--- src/rtl/pixel_defect_classifier.sv ---
module pixel_defect_classifier #(
  parameter int PW   = 12,
  parameter int COLS = 16,
  parameter int ROWS = 16,
  parameter int LW   = 5,
  parameter int TW   = 16,
  localparam int CW  = (COLS > 1) ? $clog2(COLS) : 1,
  localparam int RW  = (ROWS > 1) ? $clog2(ROWS) : 1
) (
  input  logic          clk,
  input  logic          rst_n,
  input  logic [PW-1:0] full_well,
  input  logic [PW-1:0] flat_mean,
  input  logic          s_valid,
  input  logic          s_sof,
  input  logic          s_eol,
  input  logic          s_eof,
  input  logic [PW-1:0] s_dark,
  input  logic [PW-1:0] s_flat,
  output logic          rec_valid,
  output logic [CW-1:0] rec_col,
  output logic [RW-1:0] rec_row,
  output logic [LW-1:0] rec_len,
  output logic [1:0]    rec_type,
  output logic          tot_valid,
  output logic [TW-1:0] tot_point,
  output logic [TW-1:0] tot_cluster,
  output logic [TW-1:0] tot_column
);

  localparam int XW = PW + 8;
  localparam logic [XW-1:0] K100 = XW'(100);
  localparam logic [XW-1:0] K3   = XW'(3);
  localparam logic [LW-1:0] LMAX = {LW{1'b1}};
  localparam logic [RW-1:0] LAST = RW'(ROWS - 1);

  logic [CW-1:0] col_q;
  logic [RW-1:0] row_q;
  logic [LW-1:0] run_len [COLS];
  logic [RW-1:0] run_top [COLS];
  logic [TW-1:0] acc_pt, acc_cl, acc_co;

  wire [CW-1:0] cur_col = s_sof ? '0 : col_q;
  wire [RW-1:0] cur_row = s_sof ? '0 : row_q;

  wire hot  = ({8'd0, s_dark} * K100) > ({8'd0, full_well} * K3);
  wire dead = {1'b0, s_flat, 1'b0} < {2'b00, flat_mean};
  wire flag = hot | dead;

  wire [LW-1:0] old_len = run_len[cur_col];
  wire          open_q  = old_len != '0;
  wire [LW-1:0] grown   = (old_len == LMAX) ? old_len : old_len + 1'b1;
  wire [RW-1:0] top_sel = open_q ? run_top[cur_col] : cur_row;
  wire          at_last = cur_row == LAST;

  wire          close     = s_valid & ((flag & at_last) | (~flag & open_q));
  wire [LW-1:0] close_len = flag ? grown : old_len;

  wire [RW:0]   true_len  = flag ? ({1'b0, cur_row} - {1'b0, top_sel} + 1'b1)
                                 : ({1'b0, cur_row} - {1'b0, top_sel});
  wire [1:0]    close_typ = (true_len == 1) ? 2'd1 :
                            (true_len < 10) ? 2'd2 : 2'd3;

  wire inc_pt = close & (close_typ == 2'd1);
  wire inc_cl = close & (close_typ == 2'd2);
  wire inc_co = close & (close_typ == 2'd3);

  wire [TW-1:0] nxt_pt = (s_sof ? '0 : acc_pt) + TW'(inc_pt);
  wire [TW-1:0] nxt_cl = (s_sof ? '0 : acc_cl) + TW'(inc_cl);
  wire [TW-1:0] nxt_co = (s_sof ? '0 : acc_co) + TW'(inc_co);

  always_ff @(posedge clk or negedge rst_n) begin
    if (!rst_n) begin
      col_q <= '0;
      row_q <= '0;
    end else if (s_valid) begin
      if (s_eol) begin
        col_q <= '0;
        row_q <= s_eof ? '0 : cur_row + 1'b1;
      end else begin
        col_q <= cur_col + 1'b1;
        row_q <= cur_row;
      end
    end
  end

  always_ff @(posedge clk or negedge rst_n) begin
    if (!rst_n) begin
      for (int i = 0; i < COLS; i++) begin
        run_len[i] <= '0;
        run_top[i] <= '0;
      end
    end else if (s_valid) begin
      if (flag && !at_last) begin
        run_len[cur_col] <= grown;
        run_top[cur_col] <= top_sel;
      end else begin
        run_len[cur_col] <= '0;
      end
    end
  end

  always_ff @(posedge clk or negedge rst_n) begin
    if (!rst_n) begin
      rec_valid <= 1'b0;
      rec_col   <= '0;
      rec_row   <= '0;
      rec_len   <= '0;
      rec_type  <= '0;
    end else begin
      rec_valid <= close;
      if (close) begin
        rec_col  <= cur_col;
        rec_row  <= top_sel;
        rec_len  <= close_len;
        rec_type <= close_typ;
      end
    end
  end

  always_ff @(posedge clk or negedge rst_n) begin
    if (!rst_n) begin
      acc_pt      <= '0;
      acc_cl      <= '0;
      acc_co      <= '0;
      tot_valid   <= 1'b0;
      tot_point   <= '0;
      tot_cluster <= '0;
      tot_column  <= '0;
    end else begin
      tot_valid <= s_valid & s_eof;
      if (s_valid) begin
        acc_pt <= nxt_pt;
        acc_cl <= nxt_cl;
        acc_co <= nxt_co;
        if (s_eof) begin
          tot_point   <= nxt_pt;
          tot_cluster <= nxt_cl;
          tot_column  <= nxt_co;
        end
      end
    end
  end

endmodule


--- config.mk ---
export PLATFORM = sky130hd
export DESIGN_NAME = pixel_defect_classifier
export DESIGN_NICKNAME = d
export VERILOG_FILES = /design/src/rtl/pixel_defect_classifier.sv
export SDC_FILE = /design/constraint.sdc
export NUM_CORES = 1
export LEC_CHECK = 0
export BUFFER_PORTS_ARGS = -buffer_cell sky130_fd_sc_hd__buf_2
export CAP_MARGIN = 40
export CORE_MARGIN = 4
export CORE_UTILIZATION = 45
export DETAILED_ROUTE_END_ITERATION = 10
export PLACE_DENSITY = 0.67
export SETUP_SLACK_MARGIN = 0.02
export SLEW_MARGIN = 20
export SYNTH_ARGS = -nofsm -noshare
export SYNTH_HDL_FRONTEND = slang
export SYNTH_SLANG_ARGS = --single-unit
--- constraint.sdc ---
create_clock -name clk -period 9.4 [get_ports clk]
set_input_delay 1.41 -clock clk [delete_from_list [all_inputs] [get_ports clk]]
set_output_delay 1.41 -clock clk [all_outputs]
set_load 0.01 [all_outputs]
==> results of run 1 <==
==> layer usage <==
metal / track usage / vias up / part of all wire
li1: - / 5692 / -
met1: 0.260 / 5791 / 0.45
met2: 0.316 / 228 / 0.48
met3: 0.0273 / 45 / 0.046
met4: 0.0447 / 0 / 0.021
met5: 0 / - / 0
==> kinds of logic after synthesis <==
family                   after synthesis  share of synthesized area
AND/OR/NAND/NOR                      388                      0.124
multiplexers                         198                      0.144
XOR/XNOR                              64                     0.0353
adder cells (fa/ha/maj)              105                     0.0869
buffers and inverters                184                     0.0524
AO/OA/AOI/OAI                        334                      0.140
flip-flops                           265                      0.417
==> layout make-up <==
cell class                 count  area, um2  share of cell area
multi-input combinational   1089       8440               0.472
sequential                   265       6630               0.371
timing repair buffer         144        843              0.0471
clock buffer                  38        840              0.0469
tap                          455        569              0.0318
inverter                     104        390              0.0218
clock inverter                15        181              0.0101
==> registers in the layout, indices dropped and copies added (netlist names), 5 cells and up <==
register,cells
acc_cl,16
acc_co,16
acc_pt,16
rec_len,5
run_len,80
run_top,64
tot_cluster,16
tot_column,16
tot_point,16
==> power by group <==
group          switching (mW)  total, mW  internal, mW  leakage (nW)
sequential             0.0865       1.37          1.28          3.61
clock                   0.463       1.20         0.735         0.512
combinational           0.694       1.18         0.489          4.29
==> cell usage after synthesis, drive strengths merged (11+ instances only) <==
cell / instances
inv: 103
nand2b: 16
xor2: 17
nor3: 20
o22ai: 34
dfrtp: 265
mux2i: 33
clkbuf: 43
nor2: 65
a221oi: 15
a21oi: 73
and3: 11
nand3: 50
ha: 96
buf: 37
o31ai: 76
a21o: 11
o21ai: 55
xnor2: 47
o21a: 21
nor3b: 20
nor2b: 27
nand2: 137
mux2: 158
==> worst paths after layout <==
| path | from | cells past startpoint | to | slack [ps] |
|---|---|---|---|---|
| max | s_sof | 30 | acc_cl[14]$_DFFE_PN0P_ | 1350 |
| min | tot_column[6]$_DFFE_PN0P_ | 2 | tot_column[6]$_DFFE_PN0P_ | 470 |
| max reg2reg | col_q[0]$_DFFE_PN0P_ | 28 | acc_cl[14]$_DFFE_PN0P_ | 1400 |
| min reg2reg | tot_column[6]$_DFFE_PN0P_ | 2 | tot_column[6]$_DFFE_PN0P_ | 470 |
| max in group asynchronous | rst_n | 2 | col_q[1]$_DFFE_PN0P_ | 7110 |
| min in group asynchronous | rst_n | 1 | tot_cluster[10]$_DFFE_PN0P_ | 870 |
==> worst reg2reg max path, delay by kind of cell (launching register included) <==
| kind | cells | cell delay [ps] |
|---|---|---|
| fa+ha+maj | 5 | 1520 |
| mux | 3 | 1270 |
| compound gates | 5 | 1050 |
| buf+inv | 4 | 490 |
| simple gates | 11 | 2830 |
| flops | 1 | 740 |
==> summary.md, run 1 <==
| Metric | Value |
|---|---|
| Status | `finished clean` |
| Static Leakage | `between 8 and 9 nW` |
| First drt pass iteration count | `5` |
| Post-Syn Area | `between 15000 and 20000 um2` |
| Total Wirelength | `around 37000 um` |
| Sum of overflow across all layers after global routing | `0` |
| Commonest register cell after synthesis | `dfrtp_1` |
| Post-layout power | `3.75 mW` |
| Endpoint arrival time on the critical path | `8500 ps` |
| WS Path Type | `in -> reg` |
| Largest fanout on the critical path | `18` |
| Min setup slack post-route | `1350 ps` |
| Cell Area, Placed | `between 15000 and 20000 um2` |
| Clock buffer count from CTS | `29` |
| Count of cell types in the netlist | `79` |
| Overall via count from detail_route | `11800` |
| Die ar. | `38400 um2` |
| Commonest non-fill, non-tap cell in the layout | `dfrtp_1` |
| Number of synthesized register bits | `265` |
| Tot GR Track Use | `0.188` |
| Fill cell count | `3150` |
| Crit-path most repeated cell | `ha_1` |
| Total of endpoints with negative setup slack in the final report | `0` |
| Final Skew | `~11 ps` |
| Ant diodes | `0` |
| Largest buffer count on any clock path | `3` |
| RSZ-0062 raised after global routing | `false` |
| Proportion of synthesized chip area in sequential cells | `0.417` |
| CTS tree | `yes` |
| Final cell count without fillers | `roughly 2100` |
| Row Count | `68` |
| Post-synth EDFFs | `0` |
| Total DRC errors in the routed layout | `0` |
| Hold crit path type | `reg -> reg` |
| Hold Violations, Final | `0` |
| Post-CTS sizing | `0` |
| Synthesis Warnings | `0` |
| Shortest clock period the worst path allows after layout | `roughly 8000 ps` |
| Area delta synth->final | `12.6%` |
| Synth Net Count | `between 1500 and 2000` |
| H-tree level count | `1` |
| Clock-pin transition on the worst setup and hold timing paths | `60 ps` |
| Fin crit share | `0.856` |
| Core area | `34700 um2` |
| Setup bufs post-CTS | `0` |
| Most area-consuming cells after synthesis | `dfrtp_1, mux2_2, ha_1` |
| Routability-driven placement congestion ratio | `0.878` |
| Wire length of the first global-routing pass | `61200 um` |
| Post-Route Hold Slack | `470 ps` |
| Achievable clock frequency | `around 120 MHz` |
| Clock latency on the worst-skew pair | `540 ps` |
| Pwr per Cell Area | `approximately 210 nW/um2` |
| Cell type contributing the most total cell area after synthesis | `dfrtp_1` |
| Count of buffering cells on the critical path with inverters included | `5` |
| Mean area per synthesized cell | `10.3 um2` |
| Share of the synthesized area in the top cell type | `0.417` |
| Cell count after placement | `approximately 2100` |
| Post-route cell area | `17900 um2` |
| Instance count of the mapped netlist | `1538` |
| Fraction of layout cells with a size suffix above 1 | `0.235` |
| Crit path required time | `a little under 10000 ps` |
| Largest delay share family, worst path | `simple AND/OR/NAND/NOR gates` |
| Hold Buf Count CTS | `0` |
| Initial antenna violation count | `0` |
| Final layout net count | `~1800` |
| Largest net degree at the start of global routing | `164` |
| CP peak stage delay | `650 ps` |
| Average via count per standard cell | `5.57` |
| Half-perimeter wire length of the detailed placement result | `approximately 26000 um` |
| Count of antenna-violating nets left after detailed routing | `0` |
| Overall die height | `196 um` |
| Number of top-level pins | `approximately 120` |
| Number of global-route vias before repair | `11900` |
| Fraction of synthesis flops using an asynchronous set or reset pin | `1.00` |
| Number of DRC markers in iteration 0 | `726` |
| Critical Path Slowest Stage Cell | `fa_1` |
| Launching element type of the critical path | `primary input` |
| Sort of element at the end of the critical path | `register` |
| Tightest Pin Transition | `971 ps` |
| Starting utilization of the core area | `0.458` |
| Setup TNS | `0 ps` |
| Clock sinks | `between 200 and 300` |
| Setup Slack @ Placement | `roughly 400 ps` |
| Most frequent cells in the layout | `dfrtp_1, mux2_2, nand2_1` |
| Wire length per cell | `approximately 17 um` |
| Die Span X | `196 um` |
| Worst vdd ir | `~0.16 mV` |
| Worst slew margin relative to its limit | `0.353` |
| Final-report max-slew violation count | `0` |
| Cell at the root of the clock tree | `clkbuf_16` |
| Count of input and output buffers | `approximately 120` |
| Core occupancy in the finished layout | `0.515` |
| Max cap viols | `0` |
No activity file was read; power rests on OpenSTA's default activity.
==> run 2: changes to the inputs <==
Settings changed: CELL_PAD_IN_SITES_DETAIL_PLACEMENT from default to 1, CELL_PAD_IN_SITES_GLOBAL_PLACEMENT from default to 2, CORE_UTILIZATION 45 to 40, CTS_CLUSTER_SIZE from default to 28, PLACE_DENSITY 0.67 to 0.85.
==> run 2 against run 1 <==
Compared with the run above: via count increased by 1.7%; global-route usage about the same; critical path depth did not move; critical path type unchanged; largest cell class unchanged; largest power group unchanged.
==> summary.md, run 2 (synthesis results as in run 1) <==
| Metric | Value |
|---|---|
| Pwr per Cell Area | `206 nW/um2` |
| Final layout net count | `1794` |
| Number of DRC markers in iteration 0 | `590` |
| Commonest non-fill, non-tap cell in the layout | `dfrtp_1` |
| Final-report max-slew violation count | `0` |
| Power share of the sequential group | `0.372` |
| Number of top-level pins | `119` |
| CTS tree | `yes` |
| Count of antenna-violating nets left after detailed routing | `0` |
| Fraction of layout cells with a size suffix above 1 | `0.231` |
| Hold crit path type | `reg -> reg` |
| Die Span X | `207 um` |
| RSZ-0062 raised after global routing | `false` |
| Count of input and output buffers | `118` |
| Worst vdd ir | `0.137 mV` |
| Wire length per cell | `19.0 um` |
| Static Leakage | `8.37 nW` |
| Setup Slack @ Placement | `580 ps` |
| Cell at the root of the clock tree | `clkbuf_16` |
| Number of flip-flops under the largest register name | `80` |
| Post-CTS sizing | `0` |
| Clock buffer count from CTS | `29` |
| Largest delay share family, worst path | `simple AND/OR/NAND/NOR gates` |
| Worst slew margin relative to its limit | `0.406` |
| Hold Violations, Final | `0` |
| Routability-driven placement congestion ratio | `0.843` |
| Average via count per standard cell | `5.50` |
| Hold Buf Count CTS | `0` |
| Crit path required time | `9850 ps` |
| Largest net degree at the start of global routing | `112` |
| Fin crit share | `0.890` |
| Largest buffer count on any clock path | `3` |
| Tot GR Track Use | `0.188` |
| Area delta synth->final | `12.7%` |
| Core occupancy in the finished layout | `0.459` |
| Max cap viols | `0` |
| Count of buffering cells on the critical path with inverters included | `5` |
| Sort of element at the end of the critical path | `register` |
| Core area | `39000 um2` |
| Launching element type of the critical path | `primary input` |
| Clock latency on the worst-skew pair | `about 560 ps` |
| Crit-path most repeated cell | `ha_1` |
| Setup bufs post-CTS | `0` |
| Net switching power | `between 1 and 1.5 mW` |
| Design internal power | `2.43 mW` |
| First drt pass iteration count | `4` |
| Min setup slack post-route | `1030 ps` |
| Ant diodes | `0` |
| Switching share of power | `0.343` |
| Overall via count from detail_route | `about 12000` |
| Final Skew | `between 20 and 25 ps` |
| Part of the power in the clock network | `0.304` |
| Met1 Use GR | `0.261` |
| Wire length of the first global-routing pass | `between 60000 and 70000 um` |
| Leading registers by flop count | `run_len (80), run_top (64)` |
| Largest fanout on the critical path | `21` |
| Initial antenna violation count | `0` |
| Register with the most flip-flops | `run_len` |
| Starting utilization of the core area | `0.407` |
| Total of endpoints with negative setup slack in the final report | `0` |
| Global Route met3 Usage | `0.0260` |
| Overall die height | `207 um` |
| Busiest layer in global routing | `met2` |
| Number of global-route vias before repair | `between 10000 and 15000` |
| Clock-pin transition on the worst setup and hold timing paths | `60 ps` |
| Most frequent cells in the layout | `dfrtp_1, mux2_2, nand2_1` |
| Sum of overflow across all layers after global routing | `0` |
| Post-layout power | `3.69 mW` |
| Die ar. | `43000 um2` |
| Shortest clock period the worst path allows after layout | `8370 ps` |
| H-tree level count | `1` |
| GR Util met2 | `0.315` |
| Critical Path Slowest Stage Cell | `fa_1` |
| WS Path Type | `in -> reg` |
| Tightest Pin Transition | `891 ps` |
| Clock sinks | `between 200 and 300` |
| Setup TNS | `0 ps` |
| CP peak stage delay | `640 ps` |
| Row Count | `72` |
| Endpoint arrival time on the critical path | `8820 ps` |
| Status | `finished clean` |
| Half-perimeter wire length of the detailed placement result | `29900 um` |
| Achievable clock frequency | `120 MHz` |
| Total Wirelength | `between 40000 and 50000 um` |
| Portion of total power attributed to combinational logic | `0.325` |
| Total DRC errors in the routed layout | `0` |
[run 2: cell types whose count changed in the layout (fill, tap and decap cells not counted)]
cell,before,now
clkinv_2,9,5
buf_4,22,25
buf_12,3,1
clkbuf_1,1,9
xnor2_2,0,1
clkbuf_8,8,5
xnor2_1,47,46
bufinv_16,4,2
buf_6,2,1
buf_16,0,2
[run 2: per-stage QoR]
stage | area, um2 | std cells | hold WS, ps
floorplan | 15900 | 1538 | 440
global placement | 16900 | 2116 | 453
detailed placement | 17000 | 2121 | 463
CTS | 17900 | 2173 | 476
global route | 17900 | 2174 | 493
finish | 17900 | 2174 | 471
[run 2: power groups by stage]
stage	Combinational, mW	Clock, mW	Sequential (mW)
3_3_place_gp	1.14	0	1.38
2_1_floorplan	0.840	0	1.38
5_1_grt	1.34	1.20	1.39
4_1_cts	1.21	1.15	1.37
6_report	1.20	1.12	1.37
3_5_place_dp	1.20	0	1.39
[run 2: final timing paths]
kind                                             from                          end  slack (ps)  depth (start not counted)
setup / recovery                                s_sof       acc_cl[14]$_DFFE_PN0P_        1030                         30
hold / removal             tot_cluster[5]$_DFFE_PN0P_   tot_cluster[5]$_DFFE_PN0P_         470                          2
setup reg to reg                 col_q[0]$_DFFE_PN0P_       acc_cl[14]$_DFFE_PN0P_        1040                         29
hold reg to reg            tot_cluster[5]$_DFFE_PN0P_   tot_cluster[5]$_DFFE_PN0P_         470                          2
max in group asynchronous                       rst_n      run_len[30]$_DFFE_PN0P_        7170                          3
min in group asynchronous                       rst_n  tot_cluster[10]$_DFFE_PN0P_         930                          1
[run 2: layout make-up]
type,count,area (um2)
well taps,518,648
fillers,4314,21100
clock buffers,43,828
inverters,104,390
clock inverters,9,101
repair buffers,146,870
multi-input cells,1089,8440
flip-flops and latches,265,6630
[run 2: worst register-to-register path, delay by kind of cell (launching register included)]
| family | cells | cell delay, ps |
|---|---|---|
| buffers and inverters | 5 | 840 |
| muxes | 3 | 1190 |
| AOI/OAI and AO/OA | 5 | 1110 |
| and+or+nand+nor | 11 | 2870 |
| DFF | 1 | 780 |
| adders and majority gates | 5 | 1490 |
[run 2: layer usage]
layer	part of all wire	routed length [um]
met5	0	0
met4	0.019	804
met3	0.034	1400
met2	0.48	19900
met1	0.47	19200
==> run 3: changes to the inputs <==
Settings changed: BUFFER_PORTS_ARGS -buffer_cell sky130_fd_sc_hd__buf_2 to -buffer_cell sky130_fd_sc_hd__buf_4, GPL_TIMING_DRIVEN from default to 0.
==> run 3 against run 2 <==
Compared with the run above: final cell count up 2.8%; global-route usage up 2.1 points; sequential power about the same; die area unchanged; hold slack better by 4.1 ps; clock-buffer cell count up 4; first-iteration DRC count down 13%; total power up 3.4%; non-clock buffer count up 61; utilization up 1.7 points.
==> summary.md, run 3 (synthesis results as in run 1) <==
| Metric | Value |
|---|---|
| Wire length of the first global-routing pass | `74000 um` |
| Largest buffer count on any clock path | `3` |
| Clock latency on the worst-skew pair | `around 580 ps` |
| Leading registers by flop count | `run_len (80), run_top (64)` |
| Row Count | `72` |
| Largest fanout on the critical path | `11` |
| Overall via count from detail_route | `12300` |
| Area delta synth->final | `17.0%` |
| Total of endpoints with negative setup slack in the final report | `0` |
| Hold Buf Count CTS | `0` |
| Shortest clock period the worst path allows after layout | `9000 ps` |
| First drt pass iteration count | `5` |
| Final layout net count | `1856` |
| Net switching power | `~1.3 mW` |
| Total Wirelength | `45700 um` |
| Crit-path most repeated cell | `ha_1` |
| Final Skew | `around 17 ps` |
| H-tree level count | `1` |
| Part of the power in the clock network | `0.307` |
| CP peak stage delay | `630 ps` |
| Endpoint arrival time on the critical path | `9470 ps` |
| Critical hold path startpoint | `run_len[71]$_DFFE_PN0P_` |
| Clock sinks | `265` |
| Total DRC errors in the routed layout | `0` |
| Critical Path Slowest Stage Cell | `or4b_2` |
| Routability-driven placement congestion ratio | `between 0.8 and 0.9` |
| Sum of overflow across all layers after global routing | `0` |
| Power share of the sequential group | `0.360` |
| Fill cell count | `4335` |
| Hold crit path type | `reg -> reg` |
| Largest net degree at the start of global routing | `81` |
| Setup TNS | `0 ps` |
| Starting utilization of the core area | `0.407` |
| Crit path required time | `9880 ps` |
| Portion of total power attributed to combinational logic | `0.333` |
| Sort of element at the end of the critical path | `register` |
| Worst reg2reg setup slack | `between 900 and 1000 ps` |
| Number of flip-flops under the largest register name | `80` |
| WHS Path Cells | `2` |
| Pwr per Cell Area | `205 nW/um2` |
| WS Path Type | `in -> reg` |
| Static Leakage | `8.61 nW` |
| Max cap viols | `0` |
| CTS tree | `yes` |
| Design internal power | `2.50 mW` |
| Average via count per standard cell | `5.52` |
| Status | `finished clean` |
| Achievable clock frequency | `111 MHz` |
| Core area | `39000 um2` |
| Clock buffer count from CTS | `30` |
| Number of global-route vias before repair | `~13000` |
| Worst vdd ir | `approximately 0.13 mV` |
| Launching element type of the critical path | `primary input` |
| Initial antenna violation count | `2` |
| Number of top-level pins | `119` |
| Register with the most flip-flops | `run_len` |
| Reg2reg path depth | `35` |
| Count of input and output buffers | `116` |
| Switching share of power | `0.346` |
| Clock-pin transition on the worst setup and hold timing paths | `60 ps` |
| Fin crit share | `0.957` |
| Tightest Pin Transition | `829 ps` |
| Overall die height | `207 um` |
| Startpoint of the lowest-slack register-to-register path | `col_q[1]$_DFFE_PN0P_` |
| Number of DRC markers in iteration 0 | `514` |
| Ant diodes | `0` |
| Post-Route Hold Slack | `475 ps` |
| Commonest non-fill, non-tap cell in the layout | `dfrtp_1` |
| Die ar. | `43000 um2` |
| Count of antenna-violating nets left after detailed routing | `0` |
| Fraction of layout cells with a size suffix above 1 | `0.235` |
| Worst hold endpoint | `run_len[71]$_DFFE_PN0P_` |
| Final-report max-slew violation count | `0` |
| Hold Violations, Final | `0` |
| Worst slew margin relative to its limit | `0.439` |
| Reg-to-reg critical path endpoint | `acc_cl[14]$_DFFE_PN0P_` |
| Tot GR Track Use | `0.209` |
| Wire length per cell | `20.4 um` |
| Most frequent cells in the layout | `dfrtp_1, mux2_2, nand2_1` |
| Half-perimeter wire length of the detailed placement result | `33900 um` |
| Die Span X | `207 um` |
| Cell at the root of the clock tree | `clkbuf_16` |
-- run 3: worst max path at each step --
stage,start,endpoint,cells after the start
floorplan,s_sof,acc_cl[14]$_DFFE_PN0P_,33
global placement,s_sof,tot_cluster[15]$_DFFE_PN0P_,33
detailed placement,s_sof,tot_cluster[15]$_DFFE_PN0P_,33
CTS,s_sof,acc_cl[14]$_DFFE_PN0P_,34
global route,s_sof,acc_cl[14]$_DFFE_PN0P_,35
finish,s_sof,acc_cl[14]$_DFFE_PN0P_,35
-- run 3: layout make-up --
cell class | instances | area (um2) | share of cell area
multi-input cells | 1089 | 8470 | 0.456
flip-flops and latches | 265 | 6630 | 0.357
repair buffers | 127 | 1020 | 0.0551
clock buffers | 47 | 915 | 0.0492
well taps | 518 | 648 | 0.0349
plain buffers | 80 | 448 | 0.0241
inverters | 104 | 390 | 0.0210
clock inverters | 5 | 66.3 | 0.00357
-- run 3: worst max-delay path: cells and delay by family --
kind | cells | cell delay, ps
and+or+nand+nor | 11 | 2950
buffers and inverters | 9 | 1440
AOI/OAI and AO/OA | 8 | 1730
muxes | 1 | 180
adders and majority gates | 6 | 1740
-- run 3: layer usage --
layer | vias to the layer above | part of all wire | GRT usage
li1 | 5829 | - | -
met1 | 6248 | 0.46 | 0.285
met2 | 208 | 0.48 | 0.356
met3 | 48 | 0.038 | 0.0314
met4 | 2 | 0.017 | 0.0397
met5 | - | 0.00028 | 0
-- run 3: per-stage QoR --
stage / total power, mW / std cells / utilization / area [um2] / worst slack, ps
floorplan: 2.22 / 1538 / - / 15900 / 1360
global placement: 2.57 / 2172 / 0.446 / 17400 / -900
detailed placement: 2.64 / 2176 / 0.449 / 17500 / -1110
CTS: 3.83 / 2229 / 0.475 / 18500 / 118
global route: 4.05 / 2235 / 0.477 / 18600 / -78.5
finish: 3.82 / 2235 / 0.477 / 18600 / 405
-- run 3: what timing repair did --
action | 4_1_cts | 5_1_grt
gates resized for setup | 3 | 10
gates cloned | 0 | 0
pin swaps | 1 | 2
buffers inserted | 1 | 6
setup endpoints to repair | 17 | 14
-- run 3: power by group through the flow --
| stage | registers [mW] | clock network [mW] | logic [mW] |
|---|---|---|---|
| 6_report | 1.38 | 1.17 | 1.27 |
| 3_3_place_gp | 1.38 | 0 | 1.19 |
| 4_1_cts | 1.37 | 1.20 | 1.26 |
| 3_5_place_dp | 1.39 | 0 | 1.25 |
| 5_1_grt | 1.39 | 1.25 | 1.41 |
| 2_1_floorplan | 1.38 | 0 | 0.840 |
